<file path="src/rtl/dec_pkg.sv">
package dec_pkg;
  localparam int ADC_W_DEF   = 14;
  localparam int FACT_W_DEF  = 18;
  localparam int SHIFT_W_DEF = 4;
  localparam int HALF_W_DEF  = 32;
  localparam int NUM_CH      = 4;
endpackage

</file>
<file path="src/rtl/dec_group_ctrl.sv">
module dec_group_ctrl #(
  parameter int FACT_W = 18
) (
  input  logic              clk,
  input  logic              rst_n,
  input  logic              run_i,
  input  logic              start_i,
  input  logic [FACT_W-1:0] factor_i,
  output logic              take_o,
  output logic              first_o,
  output logic              last_o
);
  logic [FACT_W-1:0] cnt_q;
  logic [FACT_W-1:0] pos;
  logic              active_q;

  assign take_o  = run_i & (start_i | active_q);
  assign pos     = start_i ? '0 : cnt_q;
  assign first_o = take_o & (pos == '0);
  assign last_o  = take_o & (pos == factor_i);

  always_ff @(posedge clk or negedge rst_n) begin
    if (!rst_n) begin
      cnt_q    <= '0;
      active_q <= 1'b0;
    end else if (!run_i) begin
      cnt_q    <= '0;
      active_q <= 1'b0;
    end else if (take_o) begin
      active_q <= 1'b1;
      cnt_q    <= last_o ? '0 : pos + FACT_W'(1);
    end
  end
endmodule

</file>
<file path="src/rtl/dec_chan_acc.sv">
module dec_chan_acc #(
  parameter int ADC_W   = 14,
  parameter int ACC_W   = 32,
  parameter int SHIFT_W = 4,
  parameter int HALF_W  = 32
) (
  input  logic               clk,
  input  logic               rst_n,
  input  logic               run_i,
  input  logic               take_i,
  input  logic               first_i,
  input  logic               avg_i,
  input  logic [ADC_W-1:0]   sample_i,
  input  logic [SHIFT_W-1:0] shift_i,
  output logic [HALF_W-1:0]  result_o
);
  logic signed [ACC_W-1:0] acc_q;
  logic signed [ACC_W-1:0] samp_ext;
  logic signed [ACC_W-1:0] acc_nxt;
  logic signed [ACC_W-1:0] shifted;

  assign samp_ext = {{(ACC_W-ADC_W){sample_i[ADC_W-1]}}, sample_i};

  always_comb begin
    if (first_i)    acc_nxt = samp_ext;
    else if (avg_i) acc_nxt = acc_q + samp_ext;
    else            acc_nxt = acc_q;
  end

  assign shifted = acc_nxt >>> shift_i;

  generate
    if (HALF_W > ACC_W) begin : g_ext
      assign result_o = {{(HALF_W-ACC_W){shifted[ACC_W-1]}}, shifted};
    end else begin : g_trunc
      assign result_o = shifted[HALF_W-1:0];
    end
  endgenerate

  always_ff @(posedge clk or negedge rst_n) begin
    if (!rst_n)       acc_q <= '0;
    else if (!run_i)  acc_q <= '0;
    else if (take_i)  acc_q <= acc_nxt;
  end
endmodule

</file>
<file path="src/rtl/dec_packer.sv">
module dec_packer #(
  parameter int HALF_W = 32
) (
  input  logic                clk,
  input  logic                rst_n,
  input  logic                run_i,
  input  logic                last_i,
  input  logic                quad_i,
  input  logic [4*HALF_W-1:0] res_i,
  output logic [2*HALF_W-1:0] word_o,
  output logic                valid_o
);
  logic [2*HALF_W-1:0] hold_q;
  logic                pend_q;

  always_ff @(posedge clk or negedge rst_n) begin
    if (!rst_n) begin
      word_o  <= '0;
      valid_o <= 1'b0;
      hold_q  <= '0;
      pend_q  <= 1'b0;
    end else if (!run_i) begin
      valid_o <= 1'b0;
      pend_q  <= 1'b0;
    end else if (last_i) begin
      word_o  <= res_i[2*HALF_W-1:0];
      valid_o <= 1'b1;
      hold_q  <= res_i[4*HALF_W-1:2*HALF_W];
      pend_q  <= quad_i;
    end else if (pend_q) begin
      word_o  <= hold_q;
      valid_o <= 1'b1;
      pend_q  <= 1'b0;
    end else begin
      valid_o <= 1'b0;
    end
  end
endmodule

</file>
<file path="src/rtl/sample_decimator.sv">
module sample_decimator
  import dec_pkg::*;
#(
  parameter int ADC_W   = ADC_W_DEF,
  parameter int FACT_W  = FACT_W_DEF,
  parameter int SHIFT_W = SHIFT_W_DEF,
  parameter int HALF_W  = HALF_W_DEF
) (
  input  logic                    clk,
  input  logic                    rst_n,
  input  logic                    run_i,
  input  logic                    start_i,
  input  logic                    avg_en_i,
  input  logic                    quad_en_i,
  input  logic [FACT_W-1:0]       factor_i,
  input  logic [SHIFT_W-1:0]      shift_i,
  input  logic [NUM_CH*ADC_W-1:0] adc_i,
  output logic [2*HALF_W-1:0]     word_o,
  output logic                    word_valid_o
);
  localparam int ACC_W = ADC_W + FACT_W;

  logic grp_take;
  logic grp_first;
  logic grp_last;
  logic [NUM_CH*HALF_W-1:0] results;

  dec_group_ctrl #(.FACT_W(FACT_W)) u_ctrl (
    .clk      (clk),
    .rst_n    (rst_n),
    .run_i    (run_i),
    .start_i  (start_i),
    .factor_i (factor_i),
    .take_o   (grp_take),
    .first_o  (grp_first),
    .last_o   (grp_last)
  );

  generate
    for (genvar ch = 0; ch < NUM_CH; ch++) begin : g_ch
      dec_chan_acc #(
        .ADC_W   (ADC_W),
        .ACC_W   (ACC_W),
        .SHIFT_W (SHIFT_W),
        .HALF_W  (HALF_W)
      ) u_acc (
        .clk      (clk),
        .rst_n    (rst_n),
        .run_i    (run_i),
        .take_i   (grp_take),
        .first_i  (grp_first),
        .avg_i    (avg_en_i),
        .sample_i (adc_i[ch*ADC_W +: ADC_W]),
        .shift_i  (shift_i),
        .result_o (results[ch*HALF_W +: HALF_W])
      );
    end
  endgenerate

  dec_packer #(.HALF_W(HALF_W)) u_pack (
    .clk     (clk),
    .rst_n   (rst_n),
    .run_i   (run_i),
    .last_i  (grp_last),
    .quad_i  (quad_en_i),
    .res_i   (results),
    .word_o  (word_o),
    .valid_o (word_valid_o)
  );
endmodule

</file>
<file path="config.mk">
export PLATFORM = sky130hd
export DESIGN_NAME = sample_decimator
export DESIGN_NICKNAME = d
export VERILOG_FILES = /design/src/rtl/dec_pkg.sv /design/src/rtl/dec_group_ctrl.sv /design/src/rtl/dec_chan_acc.sv /design/src/rtl/dec_packer.sv /design/src/rtl/sample_decimator.sv
export SDC_FILE = /design/constraint.sdc
export NUM_CORES = 1
export LEC_CHECK = 0
export CAP_MARGIN = 10
export CORE_MARGIN = 2
export CORE_UTILIZATION = 49
export CTS_CLUSTER_DIAMETER = 150
export DETAILED_ROUTE_END_ITERATION = 8
export HOLD_SLACK_MARGIN = 0.06
export PLACE_DENSITY = 0.7
export SLEW_MARGIN = 20
export SYNTH_ARGS = -nofsm -noshare
export SYNTH_HDL_FRONTEND = slang
export SYNTH_SLANG_ARGS = --single-unit
</file>
<file path="constraint.sdc">
create_clock -name clk -period 7.1 [get_ports clk]
set_clock_uncertainty 0.05 [all_clocks]
set_input_delay 1.42 -clock clk [delete_from_list [all_inputs] [get_ports clk]]
set_output_delay 1.42 -clock clk [all_outputs]
set_load 0.005 [all_outputs]
</file>
==> results.py <==
metrics = {
    "place": {
        "dpl.cell_count": 4449,
        "dpl_cell_area_um2": 30330,
        "portBuffers": 148,
        "hpwlAfterDp_um": 83120,
        "dp_slack_ns": 0.9633,
        "place_congestion": 1.013,
    },
    "global_route": {
        "grt_pass1_wl_um": 177700,
        "track_usage_pct": 37.65,
        "globalRouteOverflowTotal": 0,
        "grt_pass1_vias": 29460,
        "grt_antenna_before_repair": 2,
        "grt_max_degree": 127,
    },
    "yosys": {
        "synth_cell_type_count": 97,
        "yosys.area.top_type": "dfrtp_1",
        "synth_most_common_cell": "nand2_1",
        "synth_flop_cell": "dfrtp_1",
        "netlist_top_cells_count": "nand2_1 (545), a21oi_1 (329), o21ai_0 (318)",
        "seq_area_frac_synth_pct": 24.32,
        "async_flop_share_pct": 100.0,
        "avgSynthCellArea_um2": 7.576,
        "synth_area_leaders": "dfrtp_1 (24%), nand2_1 (7.2%), a21oi_1 (5.8%)",
        "synth_top_area_share_pct": 24.32,
        "netlist_area_um2": 28500,
        "synth_edf_count": 0,
        "synthesis.instances": 3762,
        "yosysWarningCount": 0,
        "syn_nets": 3976,
        "ys_seq_elements": 277,
    },
    "status": {
        "status": "finished, final reports clean",
    },
    "die": {
        "coreArea_um2": 57590,
        "start_util_pct": 49.49,
        "io_pins": 149,
        "die_x_um": 245.2,
        "fp.dieH_um": 245.2,
        "die_area_um2": 60110,
        "std_cell_rows": 88,
    },
    "routing": {
        "antenna_left": 0,
        "drt_iter0_drc": 4105,
        "drt-total-wl_um": 114800,
        "dr.pass1.iters": 8,
        "num_vias": 31240,
        "wl_per_cell_um": 25.42,
        "avgViaCountPerCell": 6.915,
        "drc": 0,
    },
    "clocking": {
        "cts_root_buf": "clkbuf_16",
        "numCtsBuffers": 38,
        "cts_tree": "yes",
        "cts.sinks": 277,
        "cts_resized": 0,
        "clk_pin_slew_ns": 0.06,
        "clk_latency_ns": 0.60,
        "postCtsSetupBuffers": 0,
        "cts_hold_buf": 0,
        "clockBufferDepth": 3,
        "htree_levels": 2,
    },
    "timing": {
        "rsz0062_at_grt": "no",
        "fmax_mhz": 173.4,
        "max_slew.worst_pin.slew_ns": 1.236,
        "whs_ns": 0.4403,
        "min_period_over_period_pct": 81.24,
        "fin_setup_tns_ns": 0,
        "relSlewSlack_pct": 17.31,
        "maxSlewViolCount": 0,
        "finalSetupViolCount": 0,
        "finalHoldViolations": 0,
        "finalWorstSetupSlack_ns": 1.332,
        "fin_crit_ns": 5.768,
    },
    "setup_path": {
        "critPathRequiredTime_ns": 7.57,
        "crit_path_start_kind": "primary input",
        "endpoint_kind": "flop",
        "critical_path_class": "primary input to flop",
        "arrival_ns": 6.24,
        "crit_fanout": 21,
    },
    "flow_run": {
        "max_cap_viol_count": 0,
    },
    "pwr": {
        "total_power_mw": 6.515,
        "max-vdd-ir-drop_v": 0.0001720,
        "leakage_nw": 13.44,
        "power_density_nw_per_um2": 206.6,
    },
    "final_layout": {
        "fillers": 5463,
        "final_util_pct": 54.76,
        "final_cell_area_um2": 31530,
        "final_nets": 3938,
        "diodes": 0,
        "syn_to_final_growth_pct": 10.65,
        "drive_gt1_share_pct": 7.036,
        "fin_cells": 4517,
    },
    "min_path": {
        "hold_class": "flop to flop",
    },
}
-- critical path: stages --
cell	delay (ns)
clkdlybuf4s50_1	0.94
ha_1	0.76
nand4_1	0.17
or3_1	0.48
nor4_1	0.26
a21boi_0	0.56
o2111a_1	0.28
nand2_1	0.18
o22ai_1	0.35
mux2i_1	0.20
nand2b_1	0.21
a32o_1	0.29
a21oi_1	0.13
-- flip-flops by register name, summed over array words and instances (netlist names) --
name	cells
u_pack.word_o	64
g_ch.u_acc.acc_q	128
u_ctrl.cnt_q	18
u_pack.pend_q	1
u_pack.valid_o	1
u_pack.hold_q	64
u_ctrl.active_q	1
-- path summary, 6_finish.rpt --
path | slack, ns | depth (start not counted) | end | start
worst max-delay path | 1.33 | 13 | u_pack.word_o[19] | adc_i[13]
worst min-delay path | 0.44 | 1 | u_pack.hold_q[28] | u_pack.hold_q[28]
worst max register to register | 2.58 | 13 | u_pack.word_o[27] | u_ctrl.cnt_q[0]
worst min register to register | 0.44 | 1 | u_pack.hold_q[28] | u_pack.hold_q[28]
max in group asynchronous | 4.83 | 2 | g_ch[1].u_acc.acc_q[26] | rst_n
min in group asynchronous | 0.87 | 1 | g_ch[2].u_acc.acc_q[11] | rst_n
-- metal layers --
layer,vias to the layer above,wire (um),track usage [%]
met5,-,13,0
met4,2,7133,21.09
met3,376,10730,6.910
met2,1768,50780,57.87
met1,14920,46190,49.79
li1,14170,-,-
-- where the power goes --
group	switching [mW]	internal (mW)
Sequential	0.0990	1.67
Clock	0.824	1.09
Combinational	1.81	1.02
Total	2.74	3.78
-- cells in the final DEF, fill, tap and decap left out, drive strengths merged, types with 24 or more instances in the layout --
| master | count |
|---|---|
| dfrtp | 277 |
| inv | 54 |
| o22ai | 32 |
| o21ai | 328 |
| a31oi | 59 |
| o21a | 51 |
| and3 | 53 |
| or3 | 38 |
| buf | 65 |
| clkbuf | 56 |
| o211ai | 48 |
| nor3 | 90 |
| a22o | 59 |
| nand3 | 86 |
| nand2 | 546 |
| and2 | 31 |
| mux2i | 144 |
| xnor2 | 39 |
| a21oi | 330 |
| o31ai | 26 |
| nor2b | 26 |
| nor2 | 318 |
| a211oi | 69 |
| a221oi | 24 |
| mux2 | 57 |
| nand4 | 52 |
| clkdlybuf4s50 | 141 |
| a21o | 59 |
| o221ai | 30 |
| ha | 126 |
-- layout make-up --
type / instances / area (um^2) / share of cell area (%)
flip-flops and latches: 277 / 6932 / 21.98
inverters: 56 / 215.2 / 0.6825
clock inverters: 12 / 96.34 / 0.3055
well taps: 765 / 957.2 / 3.035
clock buffers: 56 / 1110 / 3.519
multi-input cells: 3145 / 20270 / 64.27
repair buffers: 206 / 1956 / 6.202
-- cells by family after synthesis --
family                     count (synthesis)  synth area share (%)
and+or+nand+nor                         1326                 21.12
adders and majority gates                130                 5.813
xor gates and xnor gates                  62                 1.905
buffers and inverters                    340                 4.711
DFF                                      277                 24.32
muxes                                    223                 9.061
AOI/OAI and AO/OA                       1404                 33.07
Note: power is estimated with default switching activity, not from simulation.
